==> src/rtl/srf_pkg.sv <==
package srf_pkg;

  typedef enum logic [1:0] {
    OP_READ  = 2'd0,
    OP_WRITE = 2'd1,
    OP_SWAP  = 2'd2,
    OP_LEVEL = 2'd3
  } srf_op_e;

  localparam int NUM_IMPL = 8;

  localparam logic [7:0] SRN_SHIFT  = 8'd3;
  localparam logic [7:0] SRN_CMPVAL = 8'd12;
  localparam logic [7:0] SRN_RETPC  = 8'd177;
  localparam logic [7:0] SRN_DBLPC  = 8'd192;
  localparam logic [7:0] SRN_SCRTCH = 8'd209;
  localparam logic [7:0] SRN_STATUS = 8'd230;
  localparam logic [7:0] SRN_CAUSE  = 8'd232;
  localparam logic [7:0] SRN_FADDR  = 8'd238;

  // status word field positions
  localparam int LVL_LSB  = 0;
  localparam int LVL_W    = 4;
  localparam int EXCM_BIT = 4;
  localparam int RING_LSB = 6;
  localparam int RING_W   = 2;

  function automatic logic [7:0] impl_num(input int idx);
    case (idx)
      0:       return SRN_SHIFT;
      1:       return SRN_CMPVAL;
      2:       return SRN_RETPC;
      3:       return SRN_DBLPC;
      4:       return SRN_SCRTCH;
      5:       return SRN_STATUS;
      6:       return SRN_CAUSE;
      default: return SRN_FADDR;
    endcase
  endfunction

  function automatic int status_idx();
    int r = 0;
    for (int i = 0; i < NUM_IMPL; i++)
      if (impl_num(i) == SRN_STATUS) r = i;
    return r;
  endfunction

  function automatic logic [LVL_W-1:0] eff_level(input logic [31:0] ps,
                                                 input logic [LVL_W-1:0] floor_lvl);
    logic [LVL_W-1:0] raw;
    raw = ps[LVL_LSB +: LVL_W];
    if (ps[EXCM_BIT] && (floor_lvl > raw)) return floor_lvl;
    return raw;
  endfunction

  function automatic logic [RING_W-1:0] ring_of(input logic [31:0] ps, input bit mmu);
    return mmu ? ps[RING_LSB +: RING_W] : '0;
  endfunction

endpackage

==> src/rtl/srf_guard.sv <==
module srf_guard
  import srf_pkg::*;
#(
  parameter bit HAS_MMU   = 1'b1,
  parameter int PRIV_BASE = 64
) (
  input  logic              op_valid,
  input  logic [1:0]        op,
  input  logic [7:0]        sr_num,
  input  logic [31:0]       ps,
  output logic [RING_W-1:0] ring,
  output logic              fault
);
  localparam logic [7:0] BOUND = 8'(PRIV_BASE);

  logic high_num;
  logic needs_priv;

  assign ring       = ring_of(ps, HAS_MMU);
  assign high_num   = (sr_num >= BOUND);
  assign needs_priv = (op == OP_LEVEL) || high_num;
  assign fault      = op_valid && (ring != '0) && needs_priv;
endmodule

==> src/rtl/srf_bank.sv <==
module srf_bank
  import srf_pkg::*;
#(
  parameter int          W        = 32,
  parameter logic [31:0] PS_RESET = 32'h0000_001F
) (
  input  logic             clk,
  input  logic             rst_n,
  input  logic [7:0]       rd_num,
  output logic [W-1:0]     rd_data,
  input  logic             wr_en,
  input  logic [7:0]       wr_num,
  input  logic [W-1:0]     wr_data,
  input  logic             lvl_en,
  input  logic [LVL_W-1:0] lvl_val,
  output logic [W-1:0]     ps_q
);
  localparam int PS_IDX = status_idx();

  logic [W-1:0]        val    [NUM_IMPL];
  logic [NUM_IMPL-1:0] rd_sel;

  for (genvar i = 0; i < NUM_IMPL; i++) begin : g_reg
    localparam logic [7:0] N = impl_num(i);
    logic [W-1:0] q;
    if (N == SRN_STATUS) begin : g_status
      always_ff @(posedge clk) begin
        if (!rst_n)
          q <= PS_RESET[W-1:0];
        else if (wr_en && wr_num == N)
          q <= wr_data;
        else if (lvl_en)
          q[LVL_LSB +: LVL_W] <= lvl_val;
      end
    end else begin : g_plain
      always_ff @(posedge clk) begin
        if (!rst_n)
          q <= '0;
        else if (wr_en && wr_num == N)
          q <= wr_data;
      end
    end
    assign val[i]    = q;
    assign rd_sel[i] = (rd_num == N);
  end

  always_comb begin
    rd_data = '0;
    for (int i = 0; i < NUM_IMPL; i++)
      if (rd_sel[i]) rd_data = rd_data | val[i];
  end

  assign ps_q = val[PS_IDX];
endmodule

==> src/rtl/srf_level.sv <==
module srf_level
  import srf_pkg::*;
#(
  parameter logic [LVL_W-1:0] EXCM_FLOOR = 4'd3
) (
  input  logic [31:0]      ps,
  output logic [LVL_W-1:0] level
);
  assign level = eff_level(ps, EXCM_FLOOR);
endmodule

==> src/rtl/srf_access_unit.sv <==
module srf_access_unit
  import srf_pkg::*;
#(
  parameter bit          HAS_MMU    = 1'b1,
  parameter logic [3:0]  EXCM_FLOOR = 4'd3,
  parameter int          PRIV_BASE  = 64,
  parameter logic [31:0] PS_RESET   = 32'h0000_001F
) (
  input  logic        clk,
  input  logic        rst_n,
  input  logic        op_valid,
  input  logic [1:0]  op,
  input  logic [7:0]  sr_num,
  input  logic [31:0] gr_in,
  input  logic [3:0]  imm,
  output logic [31:0] rd_data,
  output logic        priv_fault,
  output logic [31:0] status_word,
  output logic [3:0]  cur_level
);
  logic [RING_W-1:0] ring;
  logic              fault;
  logic              go;
  logic              do_write;
  logic              do_level;
  logic [7:0]        bank_rd_num;
  logic [31:0]       bank_rd;
  logic [31:0]       ps_q;

  srf_guard #(.HAS_MMU(HAS_MMU), .PRIV_BASE(PRIV_BASE)) u_guard (
    .op_valid(op_valid), .op(op), .sr_num(sr_num), .ps(ps_q),
    .ring(ring), .fault(fault)
  );

  assign go          = op_valid && !fault;
  assign do_write    = go && (op == OP_WRITE || op == OP_SWAP);
  assign do_level    = go && (op == OP_LEVEL);
  assign bank_rd_num = (op == OP_LEVEL) ? SRN_STATUS : sr_num;

  srf_bank #(.W(32), .PS_RESET(PS_RESET)) u_bank (
    .clk(clk), .rst_n(rst_n),
    .rd_num(bank_rd_num), .rd_data(bank_rd),
    .wr_en(do_write), .wr_num(sr_num), .wr_data(gr_in),
    .lvl_en(do_level), .lvl_val(imm),
    .ps_q(ps_q)
  );

  srf_level #(.EXCM_FLOOR(EXCM_FLOOR)) u_level (.ps(ps_q), .level(cur_level));

  assign rd_data     = (go && op != OP_WRITE) ? bank_rd : 32'd0;
  assign priv_fault  = fault;
  assign status_word = ps_q;

  // a refused operation leaves the status word untouched
  a_r7_fault_keeps_status: assert property (@(posedge clk) disable iff (!rst_n)
    priv_fault |=> $stable(status_word));

  // level operation replaces bits 3:0 with the immediate
  a_r6_level_field: assert property (@(posedge clk) disable iff (!rst_n)
    (op_valid && op == OP_LEVEL && !priv_fault) |=> status_word[3:0] == $past(imm));

  // level operation preserves the upper bits
  a_r6_level_upper: assert property (@(posedge clk) disable iff (!rst_n)
    (op_valid && op == OP_LEVEL && !priv_fault) |=> status_word[31:4] == $past(status_word[31:4]));

  // a write to the status word lands at the next edge
  a_r4_status_write: assert property (@(posedge clk) disable iff (!rst_n)
    (op_valid && op == OP_WRITE && sr_num == SRN_STATUS && !priv_fault)
      |=> status_word == $past(gr_in));

  // the effective level is never below the raw field
  a_r9_level_min: assert property (@(posedge clk) disable iff (!rst_n)
    cur_level >= status_word[3:0]);

  // while in exception mode the level is at least the floor
  a_r9_level_floor: assert property (@(posedge clk) disable iff (!rst_n)
    status_word[EXCM_BIT] |-> cur_level >= EXCM_FLOOR);

  // with the MMU option off, no operation ever faults
  a_r8_no_ring: assert property (@(posedge clk) disable iff (!rst_n)
    !HAS_MMU |-> !priv_fault);
endmodule

==> config.mk <==
export PLATFORM = sky130hd
export DESIGN_NAME = srf_access_unit
export DESIGN_NICKNAME = d
export VERILOG_FILES = /design/src/rtl/srf_pkg.sv /design/src/rtl/srf_guard.sv /design/src/rtl/srf_bank.sv /design/src/rtl/srf_level.sv /design/src/rtl/srf_access_unit.sv
export SDC_FILE = /design/constraint.sdc
export NUM_CORES = 1
export LEC_CHECK = 0
export ABC_AREA = 1
export BUFFER_PORTS_ARGS = -buffer_cell sky130_fd_sc_hd__buf_2
export CELL_PAD_IN_SITES_DETAIL_PLACEMENT = 0
export CELL_PAD_IN_SITES_GLOBAL_PLACEMENT = 1
export CORE_MARGIN = 3
export CORE_UTILIZATION = 38
export DETAILED_ROUTE_END_ITERATION = 10
export MAX_ROUTING_LAYER = met4
export PLACE_DENSITY_LB_ADDON = 0.1
export SYNTH_ARGS = -nofsm -noshare
export SYNTH_HDL_FRONTEND = slang
export SYNTH_SLANG_ARGS = --single-unit
==> constraint.sdc <==
create_clock -name clk -period 2.1 [get_ports clk]
set_input_delay 0.42 -clock clk [delete_from_list [all_inputs] [get_ports clk]]
set_output_delay 0.42 -clock clk [all_outputs]
set_load 0.02 [all_outputs]
Word-level counts from Yosys, hierarchy flattened --
Index checks and enable logic that the tools add are counted.
Storage, ports and cells: register bits after elaboration 256, input bits 49, output and inout port bits 69, logic and storage cells 73
Operators by class: $lt $le $gt $ge 2, equal/unequal tests 20, muxes and demuxes 15, bitwise logic cells 7, reductions and logical operators 20
Operator list (count):
- $mux 32 | 9
- $or 32x32->32 | 7
- $eq 8x8->1 const B | 12
- $eq 8x2->1 const B | 2
- $eq 8x4->1 const B | 2
- $mux 4 | 4
- $logic_and 1x1->1 | 15
- $ge 8x7->1 const B | 1
- $mux 8 | 1
- $eq 2x2->1 const B | 2
- $gt 2x4->1 const A | 1
- $reduce_bool 2->1 | 2
- $eq 2x1->1 const B | 1
- $logic_or 1x1->1 | 2
- $ne 2x1->1 const B | 1
- $logic_not 1->1 | 1
- $mux 1 | 1

Longest topological paths before layout --
depth after elaboration 19, depth in mapped cells 11

Hierarchy --
From an unflattened synthesis, not the netlist that was laid out.
Unflattened totals: cell total of the unflattened synthesis 2099, area, all modules 12998.7 µm²
By module, submodules not included:
- srf_bank | times used 1, cells an instance 1994, area each 12438.2 µm², sequential area each 5124.9 µm²
- srf_access_unit | times used 1, cells an instance 88, area each 486.7 µm², sequential area each 0.0 µm²
- srf_guard | times used 1, cells an instance 8, area each 38.8 µm², sequential area each 0.0 µm²
- srf_level | times used 1, cells an instance 9, area each 35.0 µm², sequential area each 0.0 µm²

Worst setup path before layout --
No wires, ideal clock.
path type input port to output port, start point in op[0], end point out rd_data[25], data arrival time 1.969 ns, path slack -0.289 ns, cell stages on the path 10, cell sequence ha_1 > inv_1 > buf_2 > nand3_1 > nor2_1 > clkbuf_1 > nand3_1 > nand2_1 > nor2_1 > a21oi_1
On the way: longest elaborated chain between the ends 19
Ends and longest elaborated chain:
- start, declared | RTL line srf_access_unit.sv:12 | input logic [1:0] op,
- $eq 2x2->1 | RTL line srf_guard.sv:21, srf_access_unit.sv:38
- $mux 8 | RTL line srf_access_unit.sv:38 | assign bank_rd_num = (op == OP_LEVEL) ? SRN_STATUS : sr_num;
- $eq 8x2->1 | RTL line srf_bank.sv:44 | assign rd_sel[i] = (rd_num == N);
- $mux 32 | RTL line srf_bank.sv:50 | if (rd_sel[i]) rd_data = rd_data | val[i];
- $or 32x32->32 | RTL line srf_bank.sv:50
- $mux 32 | RTL line srf_bank.sv:50
- $or 32x32->32 | RTL line srf_bank.sv:50
- $mux 32 | RTL line srf_bank.sv:50
- (+3 left out)
- $mux 32 | RTL line srf_bank.sv:50
- $or 32x32->32 | RTL line srf_bank.sv:50
- $mux 32 | RTL line srf_bank.sv:50
- $or 32x32->32 | RTL line srf_bank.sv:50
- $mux 32 | RTL line srf_bank.sv:50
- $or 32x32->32 | RTL line srf_bank.sv:50
- $mux 32 | RTL line srf_bank.sv:50
- $mux 32 (*) | RTL line srf_access_unit.sv:50 | assign rd_data = (go && op != OP_WRITE) ? bank_rd : 32'd0;
- end, declared | RTL line srf_access_unit.sv:16 | output logic [31:0] rd_data,
Mark *: on every way between the ends. The rest lies on a longest branch, timed or not.

Worst setup path after layout --
start point in sr_num[4], end point out rd_data[19]
On the way: longest elaborated chain between the ends 18
Ends and longest elaborated chain:
- start, declared | RTL line srf_access_unit.sv:13 | input logic [7:0] sr_num,
- $mux 8 | RTL line srf_access_unit.sv:38
- $eq 8x2->1 | RTL line srf_bank.sv:44
- $mux 32 | RTL line srf_bank.sv:50
- $or 32x32->32 | RTL line srf_bank.sv:50
- $mux 32 | RTL line srf_bank.sv:50
- $or 32x32->32 | RTL line srf_bank.sv:50
- $mux 32 | RTL line srf_bank.sv:50
- $or 32x32->32 | RTL line srf_bank.sv:50
- (+2 left out)
- $mux 32 | RTL line srf_bank.sv:50
- $or 32x32->32 | RTL line srf_bank.sv:50
- $mux 32 | RTL line srf_bank.sv:50
- $or 32x32->32 | RTL line srf_bank.sv:50
- $mux 32 | RTL line srf_bank.sv:50
- $or 32x32->32 | RTL line srf_bank.sv:50
- $mux 32 | RTL line srf_bank.sv:50
- $mux 32 (*) | RTL line srf_access_unit.sv:50
Marked as above.

==> results.py <==
metrics = {
    "logic_synthesis": {
        "synth_ff_type": "dfxtp_1",
        "syn_area_per_cell_um2": 6.58,
        "synth-seq-cells": 256,
        "syn_area_um2": 12400,
        "ys_types": 27,
        "synthCells": 1889,
        "seq_area_frac_synth_pct": 41.3,
        "synth_edf_count": 0,
        "ys_async_sr_fraction_pct": 0,
        "syn-num-nets": 1940,
        "yosysWarningCount": 0,
    },
    "floorplanning": {
        "coreArea_um2": 31900,
        "pin_count": 118,
        "num_rows": 65,
        "die_w_um": 187,
        "start_util_pct": 39.0,
        "dieHeight_um": 187,
        "dieArea_um2": 34900,
    },
    "clocking": {
        "clk_latency_ns": 0.57,
        "cts_hold_buf": 0,
        "cts_tree": "yes",
        "cts_buffer_depth": 3,
        "clock_sinks": 256,
        "cts_buffers": 30,
        "htreeDepth": 1,
        "cts_root_buffer": "clkbuf_16",
        "path_clk_slew_ns": 0.06,
    },
    "grt": {
        "met3_usage_pct": 3.83,
        "grt-busiest-layer": "met2",
        "grt_max_degree": 61,
        "gr-usage-met2_pct": 44.4,
        "overflow": 0,
        "met1_usage_pct": 40.2,
        "antenna_found_initial": 1,
        "track_usage_pct": 28.6,
        "grt_pass1_vias": 12767,
        "grt_pass1_wl_um": 77100,
    },
    "timing": {
        "finalHoldViolCount": 0,
        "period_share_pct": 110,
        "layout_setup_ws_ns": -0.204,
        "tns_ns": -5.09,
        "finalSetupViolCount": 32,
        "slew_headroom_pct": 59.1,
        "rsz0062_at_grt": "yes",
        "tightestPinTransition_ns": 0.613,
        "min_period_ns": 2.30,
        "slew_viol_final": 0,
        "fmax_mhz": 434,
        "clock_skew_ns": 0.0173,
    },
    "worst_hold_path": {
        "hold_class": "input pin to register",
        "hold_depth": 5,
    },
    "layout": {
        "diodes": 0,
        "mostFrequentLayoutCell": "nor2_1",
        "fin_util_pct": 53.4,
        "final_cell_mix": "nor2_1, nand2_1, dfxtp_1",
        "stdcell_area_um2": 17000,
        "drive_above_1_share_pct": 22.3,
        "multiInputGateArea_um2": 6880,
        "area_growth_syn_to_layout_pct": 37.0,
        "final-seq-area_um2": 5130,
        "final_nets": 2068,
        "fill_cells": 3161,
    },
    "power": {
        "p_leak_nw": 7.38,
        "power.total_mw": 10.9,
        "power_density_nw_per_um2": 643,
        "irDropWorstVdd_uv": 650,
    },
    "critical_path": {
        "startpoint_type": "input pin",
        "r2r_cells": 12,
        "crit_required_ns": 1.68,
        "worstPathMaxFanout": 8,
        "crit_slowest_cell": "nor2_4",
        "cp.depth": 12,
        "cpPeakStageDelay_ns": 0.17,
        "crit_arrival_ns": 1.88,
        "worst_setup_path_end_kind": "output port",
        "cp.buffers_inverters": 5,
        "worstPathCellList": "buf_2 -> nor2_4 -> nand2_4 -> nor2_4 -> buf_6 -> buf_12 -> buf_12 -> nand3_1 -> nand2_1 -> nor2_2 -> a21oi_4 -> buf_6",
        "cp_top_family": "simple AND/OR/NAND/NOR gates",
        "path_class": "input pin to output port",
    },
    "route": {
        "dr.pass1.iters": 5,
        "wl_um": 53700,
        "wire_per_inst_um": 21.7,
        "final_antenna_net_count": 0,
        "initialDrtViolationCount": 1298,
        "drc": 0,
        "vias": 13809,
        "viasPerCell": 5.58,
    },
    "placement": {
        "gp_congestion": 0.859,
        "placed_area_um2": 14500,
        "dp_hpwl_um": 29700,
        "port-buffer-count": 117,
    },
    "status": {
        "run_status": "finished with violations",
        "violations": "negative setup slack",
    },
    "job": {
        "maxCapViolCount": 0,
    },
}
-- layer usage --
metal | vias up | part of all wire, %
met5 | - | 0
met4 | 0 | 2.4
met3 | 89 | 8.1
met2 | 607 | 45
met1 | 6605 | 45
li1 | 6508 | -
-- power by group --
group          internal (mW)  total (mW)  leakage, nW  switching (mW)
sequential              4.86        4.87         2.06         0.00859
combinational          0.360        1.03         4.85           0.665
clock                   2.88        5.04        0.461            2.16
total                   8.10        10.9         7.38            2.84
-- cell usage after synthesis, types with 2 or more instances --
cell | count | share of area, %
o21ai_1 | 29 | 1.2
and3_1 | 2 | 0.10
nand2_1 | 300 | 9.1
nor2_1 | 417 | 13
a21oi_1 | 32 | 1.3
nor2_4 | 3 | 0.27
dfxtp_1 | 256 | 41
nand3b_1 | 28 | 1.7
ha_1 | 2 | 0.20
buf_6 | 2 | 0.18
buf_2 | 52 | 2.1
clkbuf_1 | 89 | 2.7
o211ai_1 | 2 | 0.12
inv_1 | 59 | 1.8
nor3_1 | 160 | 6.4
buf_1 | 46 | 1.4
nand2_2 | 2 | 0.10
o21ai_0 | 156 | 6.3
nand4_1 | 98 | 4.9
nand3_1 | 144 | 5.8
nor2_2 | 4 | 0.20
-- sequential cells by signal, summed over array words and instances (netlist names) --
register	cells
u_bank.ps_q	32
u_bank.g.q	224
-- timing repair --
| item | in CTS | in global routing |
|---|---|---|
| gates cloned | 7 | 17 |
| setup buffers | 11 | 15 |
| resized for setup | 116 | 107 |
| pin swaps | 9 | 34 |
| setup endpoints to repair | 32 | 32 |
-- per-stage QoR --
step           instances  hold WS, ns  setup WS, ns
2_1_floorplan       1889        0.456       -0.0112
3_3_place_gp        2371        0.465        -0.333
3_5_place_dp        2371        0.473        -0.334
4_1_cts             2444        0.141        -0.193
5_1_grt             2475        0.193        -0.257
6_report            2475        0.154        -0.204
-- logic make-up after synthesis --
group	count (synthesis)	synth area share, %
buf+inv	250	8.20
compound gates	222	9.08
simple gates	1159	41.3
fa+ha+maj	2	0.201
flops	256	41.3
-- cell type report --
class                   count  share of cell area [%]
clock inverters             6                   0.243
clock buffers              49                    5.24
well taps                 435                    3.20
flip-flops and latches    256                    30.2
repair buffers            285                    19.3
inverters                  61                    1.45
multi-input cells        1383                    40.4
-- worst paths after layout --
kind / start / to / slack (ns)
max reg2reg: u_bank.ps_q[6] / u_bank.g_reg[1].q[16] / 0.17
min reg2reg: u_bank.g_reg[0].q[25] / u_bank.g_reg[0].q[25] / 0.49
min: imm[1] / u_bank.ps_q[1] / 0.15
max: sr_num[4] / rd_data[19] / -0.20
-- worst min-delay path, cell delays in order --
cell	delay [ns]
buf_2	0.07
nand2_1	0.04
nand2_1	0.06
nand2_1	0.05
nand3_1	0.05
No activity file was read; power rests on OpenSTA's default activity.
